<file path="src/rtl/bringup_pkg.sv">
package bringup_pkg;

    localparam int MS_W = 16;

    typedef enum logic [2:0] {
        OP_END   = 3'd0,
        OP_WRITE = 3'd1,
        OP_RMW   = 3'd2,
        OP_DELAY = 3'd3,
        OP_LOCK  = 3'd4,
        OP_CHECK = 3'd5
    } op_e;

    typedef enum logic {
        DEV_CLKGEN = 1'b0,
        DEV_CONV   = 1'b1
    } dev_e;

    // val: write data, set mask or expected value; msk: clear mask or compare mask
    typedef struct packed {
        op_e             op;
        dev_e            dev;
        logic [15:0]     addr;
        logic [7:0]      val;
        logic [7:0]      msk;
        logic [MS_W-1:0] ms;
    } step_t;

    typedef enum logic [2:0] {
        ST_IDLE,
        ST_FETCH,
        ST_ISSUE,
        ST_WAIT,
        ST_DELAY,
        ST_LOCK
    } seq_state_e;

    typedef enum logic [1:0] {
        PH_PLAIN,
        PH_RMW_RD,
        PH_CHECK
    } phase_e;

    function automatic step_t mk_step(op_e op, dev_e dev, logic [15:0] addr,
                                      logic [7:0] val, logic [7:0] msk,
                                      logic [MS_W-1:0] ms);
        step_t s;
        s.op   = op;
        s.dev  = dev;
        s.addr = addr;
        s.val  = val;
        s.msk  = msk;
        s.ms   = ms;
        return s;
    endfunction

    function automatic logic [7:0] rmw_merge(logic [7:0] old, logic [7:0] set_m,
                                             logic [7:0] clr_m);
        return (old & ~clr_m) | set_m;
    endfunction

    function automatic logic status_match(logic [7:0] rd, logic [7:0] cmp_m,
                                          logic [7:0] want);
        return (rd & cmp_m) == (want & cmp_m);
    endfunction

endpackage

</file>
<file path="src/rtl/seq_rom.sv">
module seq_rom
    import bringup_pkg::*;
#(
    parameter int DEPTH       = 16,
    parameter int LOCK_TMO_MS = 50,
    parameter int SETTLE_MS   = 223,
    parameter int HOLD_MS     = 1000,
    parameter int CAL_MS      = 1600,
    localparam int AW         = $clog2(DEPTH)
) (
    input  logic [AW-1:0] idx,
    output step_t         step
);

    localparam logic [MS_W-1:0] TMO_V    = MS_W'(LOCK_TMO_MS);
    localparam logic [MS_W-1:0] SETTLE_V = MS_W'(SETTLE_MS);
    localparam logic [MS_W-1:0] HOLD_V   = MS_W'(HOLD_MS);
    localparam logic [MS_W-1:0] CAL_V    = MS_W'(CAL_MS);

    always_comb begin
        case (32'(idx))
            // clock generator programming
            0:  step = mk_step(OP_WRITE, DEV_CLKGEN, 16'h0100, 8'h5A, 8'h00, '0);
            1:  step = mk_step(OP_WRITE, DEV_CLKGEN, 16'h0101, 8'h3C, 8'h00, '0);
            2:  step = mk_step(OP_RMW,   DEV_CLKGEN, 16'h0102, 8'h80, 8'h0F, '0);
            // gate on PLL lock, then let the clock settle
            3:  step = mk_step(OP_LOCK,  DEV_CLKGEN, 16'h0000, 8'h00, 8'h00, TMO_V);
            4:  step = mk_step(OP_DELAY, DEV_CLKGEN, 16'h0000, 8'h00, 8'h00, SETTLE_V);
            // converter programming
            5:  step = mk_step(OP_WRITE, DEV_CONV,   16'h0005, 8'h00, 8'h00, '0);
            6:  step = mk_step(OP_WRITE, DEV_CONV,   16'h0005, 8'h40, 8'h00, '0);
            7:  step = mk_step(OP_RMW,   DEV_CONV,   16'h006D, 8'h40, 8'h00, '0);
            8:  step = mk_step(OP_DELAY, DEV_CONV,   16'h0000, 8'h00, 8'h00, HOLD_V);
            9:  step = mk_step(OP_RMW,   DEV_CONV,   16'h006E, 8'h01, 8'h02, '0);
            // calibration settle and status check on the low nibble
            10: step = mk_step(OP_DELAY, DEV_CONV,   16'h0000, 8'h00, 8'h00, CAL_V);
            11: step = mk_step(OP_CHECK, DEV_CONV,   16'h0298, 8'h0E, 8'h0F, '0);
            default: step = mk_step(OP_END, DEV_CLKGEN, 16'h0000, 8'h00, 8'h00, '0);
        endcase
    end

endmodule

</file>
<file path="src/rtl/ms_timer.sv">
module ms_timer
    import bringup_pkg::*;
#(
    parameter int CLK_PER_MS = 250000,
    localparam int PRE_W     = (CLK_PER_MS > 1) ? $clog2(CLK_PER_MS) : 1
) (
    input  logic            clk,
    input  logic            rst,
    input  logic            load,
    input  logic [MS_W-1:0] ms_in,
    output logic            expired
);

    localparam logic [PRE_W-1:0] PRE_TOP = PRE_W'(CLK_PER_MS - 1);

    logic [MS_W-1:0]  ms_left;
    logic [PRE_W-1:0] pre;

    always_ff @(posedge clk) begin
        if (rst) begin
            ms_left <= '0;
            pre     <= '0;
        end else if (load) begin
            ms_left <= ms_in;
            pre     <= PRE_TOP;
        end else if (ms_left != '0) begin
            if (pre == '0) begin
                pre     <= PRE_TOP;
                ms_left <= ms_left - 1'b1;
            end else begin
                pre <= pre - 1'b1;
            end
        end
    end

    assign expired = (ms_left == '0);

endmodule

</file>
<file path="src/rtl/sync_chain.sv">
module sync_chain #(
    parameter int STAGES = 2
) (
    input  logic clk,
    input  logic rst,
    input  logic d,
    output logic q
);

    logic [STAGES-1:0] ff;

    generate
        if (STAGES == 1) begin : g_one
            always_ff @(posedge clk) begin
                if (rst) ff <= '0;
                else     ff <= d;
            end
        end else begin : g_many
            always_ff @(posedge clk) begin
                if (rst) ff <= '0;
                else     ff <= {ff[STAGES-2:0], d};
            end
        end
    endgenerate

    assign q = ff[STAGES-1];

endmodule

</file>
<file path="src/rtl/bringup_seq.sv">
module bringup_seq
    import bringup_pkg::*;
#(
    parameter int CLK_PER_MS  = 250000,
    parameter int GAP_CLKS    = 250,
    parameter int SYNC_STAGES = 2,
    parameter int ROM_DEPTH   = 16,
    parameter int LOCK_TMO_MS = 50,
    parameter int SETTLE_MS   = 223,
    parameter int HOLD_MS     = 1000,
    parameter int CAL_MS      = 1600
) (
    input  logic        clk,
    input  logic        rst,
    input  logic        start,
    input  logic        pll_lock,
    input  logic        spi_ack,
    input  logic [7:0]  spi_rdata,
    output logic        spi_req,
    output logic        spi_dev,
    output logic        spi_wr,
    output logic [15:0] spi_addr,
    output logic [7:0]  spi_wdata,
    output logic        busy,
    output logic        done,
    output logic        pass,
    output logic        fail,
    output logic        timeout
);

    localparam int PC_W  = $clog2(ROM_DEPTH);
    localparam int GAP_W = $clog2(GAP_CLKS + 1);
    localparam logic [GAP_W-1:0] GAP_MAX = GAP_W'(GAP_CLKS);

    logic [PC_W-1:0]  pc;
    step_t            step;
    logic             lock_s;
    logic             tmr_load;
    logic             tmr_exp;
    seq_state_e       st;
    phase_e           ph;
    logic [7:0]       c_val;
    logic [7:0]       c_msk;
    logic [GAP_W-1:0] gap_cnt;
    logic             gap_ok;

    seq_rom #(
        .DEPTH      (ROM_DEPTH),
        .LOCK_TMO_MS(LOCK_TMO_MS),
        .SETTLE_MS  (SETTLE_MS),
        .HOLD_MS    (HOLD_MS),
        .CAL_MS     (CAL_MS)
    ) u_rom (
        .idx (pc),
        .step(step)
    );

    ms_timer #(
        .CLK_PER_MS(CLK_PER_MS)
    ) u_tmr (
        .clk    (clk),
        .rst    (rst),
        .load   (tmr_load),
        .ms_in  (step.ms),
        .expired(tmr_exp)
    );

    sync_chain #(
        .STAGES(SYNC_STAGES)
    ) u_lock_sync (
        .clk(clk),
        .rst(rst),
        .d  (pll_lock),
        .q  (lock_s)
    );

    assign tmr_load = (st == ST_FETCH) && (step.op == OP_DELAY || step.op == OP_LOCK);

    // idle-cycle count since the last acknowledge, saturating at the gap
    always_ff @(posedge clk) begin
        if (rst)                  gap_cnt <= GAP_MAX;
        else if (spi_ack)         gap_cnt <= '0;
        else if (gap_cnt != GAP_MAX) gap_cnt <= gap_cnt + 1'b1;
    end

    assign gap_ok = (gap_cnt == GAP_MAX);

    always_ff @(posedge clk) begin
        if (rst) begin
            st        <= ST_IDLE;
            ph        <= PH_PLAIN;
            pc        <= '0;
            c_val     <= '0;
            c_msk     <= '0;
            spi_req   <= 1'b0;
            spi_dev   <= 1'b0;
            spi_wr    <= 1'b0;
            spi_addr  <= '0;
            spi_wdata <= '0;
            busy      <= 1'b0;
            done      <= 1'b0;
            pass      <= 1'b0;
            fail      <= 1'b0;
            timeout   <= 1'b0;
        end else begin
            case (st)
                ST_IDLE: begin
                    if (start) begin
                        pc      <= '0;
                        busy    <= 1'b1;
                        done    <= 1'b0;
                        pass    <= 1'b0;
                        fail    <= 1'b0;
                        timeout <= 1'b0;
                        st      <= ST_FETCH;
                    end
                end

                ST_FETCH: begin
                    case (step.op)
                        OP_WRITE: begin
                            spi_dev   <= step.dev;
                            spi_addr  <= step.addr;
                            spi_wr    <= 1'b1;
                            spi_wdata <= step.val;
                            ph        <= PH_PLAIN;
                            st        <= ST_ISSUE;
                        end
                        OP_RMW: begin
                            spi_dev   <= step.dev;
                            spi_addr  <= step.addr;
                            spi_wr    <= 1'b0;
                            spi_wdata <= '0;
                            c_val     <= step.val;
                            c_msk     <= step.msk;
                            ph        <= PH_RMW_RD;
                            st        <= ST_ISSUE;
                        end
                        OP_CHECK: begin
                            spi_dev   <= step.dev;
                            spi_addr  <= step.addr;
                            spi_wr    <= 1'b0;
                            spi_wdata <= '0;
                            c_val     <= step.val;
                            c_msk     <= step.msk;
                            ph        <= PH_CHECK;
                            st        <= ST_ISSUE;
                        end
                        OP_DELAY: st <= ST_DELAY;
                        OP_LOCK:  st <= ST_LOCK;
                        default: begin
                            busy <= 1'b0;
                            done <= 1'b1;
                            pass <= 1'b1;
                            st   <= ST_IDLE;
                        end
                    endcase
                end

                ST_ISSUE: begin
                    if (gap_ok) begin
                        spi_req <= 1'b1;
                        st      <= ST_WAIT;
                    end
                end

                ST_WAIT: begin
                    if (spi_ack) begin
                        spi_req <= 1'b0;
                        case (ph)
                            PH_RMW_RD: begin
                                spi_wdata <= rmw_merge(spi_rdata, c_val, c_msk);
                                spi_wr    <= 1'b1;
                                ph        <= PH_PLAIN;
                                st        <= ST_ISSUE;
                            end
                            PH_CHECK: begin
                                if (status_match(spi_rdata, c_msk, c_val)) begin
                                    pc <= pc + 1'b1;
                                    st <= ST_FETCH;
                                end else begin
                                    busy <= 1'b0;
                                    done <= 1'b1;
                                    fail <= 1'b1;
                                    st   <= ST_IDLE;
                                end
                            end
                            default: begin
                                pc <= pc + 1'b1;
                                st <= ST_FETCH;
                            end
                        endcase
                    end
                end

                ST_DELAY: begin
                    if (tmr_exp) begin
                        pc <= pc + 1'b1;
                        st <= ST_FETCH;
                    end
                end

                ST_LOCK: begin
                    if (lock_s) begin
                        pc <= pc + 1'b1;
                        st <= ST_FETCH;
                    end else if (tmr_exp) begin
                        busy    <= 1'b0;
                        done    <= 1'b1;
                        timeout <= 1'b1;
                        st      <= ST_IDLE;
                    end
                end

                default: st <= ST_IDLE;
            endcase
        end
    end

endmodule

</file>
<file path="config.mk">
export PLATFORM = sky130hd
export DESIGN_NAME = bringup_seq
export DESIGN_NICKNAME = d
export VERILOG_FILES = /design/src/rtl/bringup_pkg.sv /design/src/rtl/seq_rom.sv /design/src/rtl/ms_timer.sv /design/src/rtl/sync_chain.sv /design/src/rtl/bringup_seq.sv
export SDC_FILE = /design/constraint.sdc
export NUM_CORES = 1
export LEC_CHECK = 0
export BUFFER_PORTS_ARGS = -buffer_cell sky130_fd_sc_hd__buf_2
export CAP_MARGIN = 30
export CORE_MARGIN = 2
export CORE_UTILIZATION = 55
export DETAILED_ROUTE_END_ITERATION = 6
export PLACE_DENSITY = 0.78
export SYNTH_ARGS = -nofsm -noshare
export SYNTH_HDL_FRONTEND = slang
export SYNTH_SLANG_ARGS = --single-unit
</file>
<file path="constraint.sdc">
create_clock -name clk -period 5.6 [get_ports clk]
set_input_delay 0.56 -clock clk [delete_from_list [all_inputs] [get_ports clk]]
set_output_delay 0.56 -clock clk [all_outputs]
set_load 0.02 [all_outputs]
</file>
==> results.json <==
{
  "grt_max_degree": 66,
  "slowest_stage": "a21oi_1",
  "cts_tree": "built",
  "cts_resized": 0,
  "dr.pass1.iters": 5,
  "grt_antenna_before_repair": 0,
  "port_buffers": 38,
  "setup_slack_ns": 2.20,
  "dp.cells": 722,
  "synth_compound_area_share_pct": 16.1,
  "hpwl_um": 7750,
  "grt.total_usage_pct": 24.1,
  "seq_area_frac_synth_pct": 44.3,
  "netlist_area_sq_um": 5190,
  "critPathMaxStageDelay_ns": 0.71,
  "dieArea_sq_um": 10200,
  "die_w_um": 101,
  "fin_cells": 754,
  "overflow": 0,
  "cts_root_buf": "clkbuf_8",
  "synth-simple-area-share_pct": 22.7,
  "synth.top_cells.by_area": "dfxtp_1 44%, a21oi_1 5.6%, nor2_1 5.3%, xnor2_1 3.7%, nand2_1 3.6%",
  "drc": 0,
  "ios": 45,
  "worstMarginPinSlew_ns": 1.00,
  "fin_skew_ns": 0.00976,
  "drive_gt1_share_pct": 13.7,
  "critPathTopFamily": "simple AND/OR/NAND/NOR gates",
  "synth_mux_area_share_pct": 2.58,
  "p_per_area_nw_per_um2": 472,
  "yosysWarnings": 0,
  "setup_viol": 0,
  "grt_setup_unrepaired": "no",
  "synth_top_area_share_pct": 44.3,
  "hold_ws_ns": 0.258,
  "yosysTopAreaCell": "dfxtp_1",
  "start_util_pct": 56.4,
  "crit_chain": "and3b_1 -> nor2_1 -> or4_1 -> nor3_1 -> nor2_1 -> a21oi_1 -> o32ai_1",
  "drv_slew": 0,
  "place_congestion": 0.834,
  "dp_slack_ns": 1.99,
  "min_path_type": "input pin to flop",
  "postSynthAreaPerCell_sq_um": 8.55,
  "endpoint_kind": "flop",
  "leakagePower_nw": 2.40,
  "wire_per_inst_um": 15.8,
  "max_freq_mhz": 294,
  "clk_pin_slew_ns": 0.06,
  "synth-edff-count": 0,
  "insertion_delay_ns": 0.51,
  "synth_top_flop_cell": "dfxtp_1",
  "fin_util_pct": 64.7,
  "min_period_ns": 3.40,
  "synth_xor_area_share_pct": 6.41,
  "period_share_pct": 60.8,
  "cp.arrival_ns": 3.75,
  "dieHeight_um": 101,
  "path_common_cell": "nor2_1",
  "core_area_sq_um": 9200,
  "ir_drop_mv": 0.180,
  "cts_setup_buffers": 0,
  "slew_headroom_pct": 32.9,
  "synthAdderAreaFrac_pct": 2.65,
  "cts_max_level": 4,
  "drt_iter0_markers": 283,
  "setup_tns_ns": 0,
  "fillers": 738,
  "antennaDiodeCount": 0,
  "area_delta_synth_final_pct": 14.6,
  "ys_ff_latch": 115,
  "final_nets": 654,
  "ctsHoldBuffers": 0,
  "synthCells": 607,
  "crit_buf_inv": 0,
  "clk_path_buf_depth": 2,
  "post_synth_num_cell_types": 65,
  "ant_nets": 0,
  "drt_wl_total_um": 11900,
  "ys_async_sr_fraction_pct": 0,
  "startpoint_type": "flop",
  "viasPerCell": 5.85,
  "cts_sinks": 115,
  "final_hold_viol_count": 0,
  "path_class": "flop to flop",
  "cap_violations": 0,
  "grt_first_pass_wirelength_um": 19400,
  "fp-row-count": 35,
  "status": "complete, no violations",
  "synth_top_family_by_area": "simple AND/OR/NAND/NOR gates",
  "first_global_vias": 4059,
  "worstPathMaxFanout": 14,
  "vias": 4410,
  "cp_data_required_time_ns": 5.95,
  "cts-buffers-inserted": 17
}
-- state kept, by name, indices dropped and copies added (netlist names), 3 cells and up --
name / flops
u_tmr.ms_left: 16
st: 3
spi_wdata: 8
spi_addr: 7
pc: 4
u_tmr.pre: 18
gap_cnt: 8
u_rom.step: 29
c_val: 8
-- metal layers --
layer	global-route usage [%]	share of wire [%]	up-vias
li1	-	-	2151
met1	33.0	46	2075
met2	38.0	47	159
met3	4.83	5.6	25
met4	8.32	1.5	0
met5	0	0	-
-- Yosys cell counts (6+ instances only) --
cell / n
dfxtp_1: 115
a21oi_1: 58
xnor2_1: 22
nor4_1: 8
o21ai_0: 19
clkbuf_1: 28
a21o_1: 7
nand2b_1: 12
nor2b_1: 12
xor2_1: 16
a311oi_1: 6
or3_1: 8
nand2_1: 50
inv_1: 18
buf_4: 9
nor3_1: 18
nand3_1: 25
ha_1: 11
nor2_1: 73
mux2i_1: 10
-- layout by cell type, fill, tap and decap left out, types with 4 or more instances in the layout --
cell type | synthesis | final
a211oi_1 | 5 | 5
a21o_1 | 7 | 7
a21oi_1 | 58 | 58
a311oi_1 | 6 | 6
buf_2 | 2 | 38
clkbuf_16 | 0 | 16
clkinvlp_4 | 0 | 4
conb_1 | 1 | 6
dfxtp_1 | 115 | 115
ha_1 | 11 | 11
inv_1 | 18 | 18
mux2i_1 | 10 | 10
nand2_1 | 50 | 50
nand2b_1 | 12 | 12
nand3_1 | 25 | 25
nand4_1 | 4 | 4
nor2_1 | 73 | 73
nor2b_1 | 12 | 12
nor3_1 | 18 | 18
nor3_2 | 4 | 4
nor4_1 | 8 | 8
o211ai_1 | 5 | 5
o21ai_0 | 19 | 19
o22ai_1 | 5 | 5
or2_2 | 5 | 5
or3_1 | 8 | 8
xnor2_1 | 22 | 22
xor2_1 | 16 | 16
-- cell type report --
cell class | count | area, sq um | share of cell area, %
clock buffers | 20 | 435 | 7.32
multi-input cells | 438 | 2640 | 44.4
clock inverters | 12 | 156 | 2.63
repair buffers | 40 | 205 | 3.45
well taps | 111 | 139 | 2.33
inverters | 18 | 67.6 | 1.14
flip-flops and latches | 115 | 2300 | 38.7
-- kinds of logic (layout without fill, tap and decap cells) --
| family | Yosys count | in the layout |
|---|---|---|
| and+or+nand+nor | 237 | 237 |
| other | 1 | 6 |
| buffers and inverters | 59 | 90 |
| muxes | 13 | 13 |
| xor gates and xnor gates | 38 | 38 |
| adders and majority gates | 11 | 11 |
| AOI/OAI and AO/OA | 133 | 133 |
| DFF | 115 | 115 |
-- worst paths after layout --
path | end | from | slack [ns] | cells past startpoint
max | u_rom.step[30] | st[0] | 2.20 | 7
min | u_lock_sync.ff[0] | pll_lock | 0.26 | 2
max reg2reg | u_rom.step[30] | st[0] | 2.20 | 7
min reg2reg | c_val[7] | c_val[7] | 0.45 | 2
-- through the flow --
step | instance area, sq um | power [mW]
6_report | 5950 | 2.81
3_5_place_dp | 5360 | 1.73
4_1_cts | 5950 | 2.81
3_3_place_gp | 5360 | 1.71
5_1_grt | 5950 | 2.95
2_1_floorplan | 5210 | 1.58
-- where the power goes --
| part | switching [mW] | internal (mW) |
|---|---|---|
| logic | 0.472 | 0.289 |
| clock network | 0.383 | 0.690 |
| registers | 0.0735 | 0.901 |
| total | 0.928 | 1.88 |
Note: power is estimated with default switching activity, not from simulation.
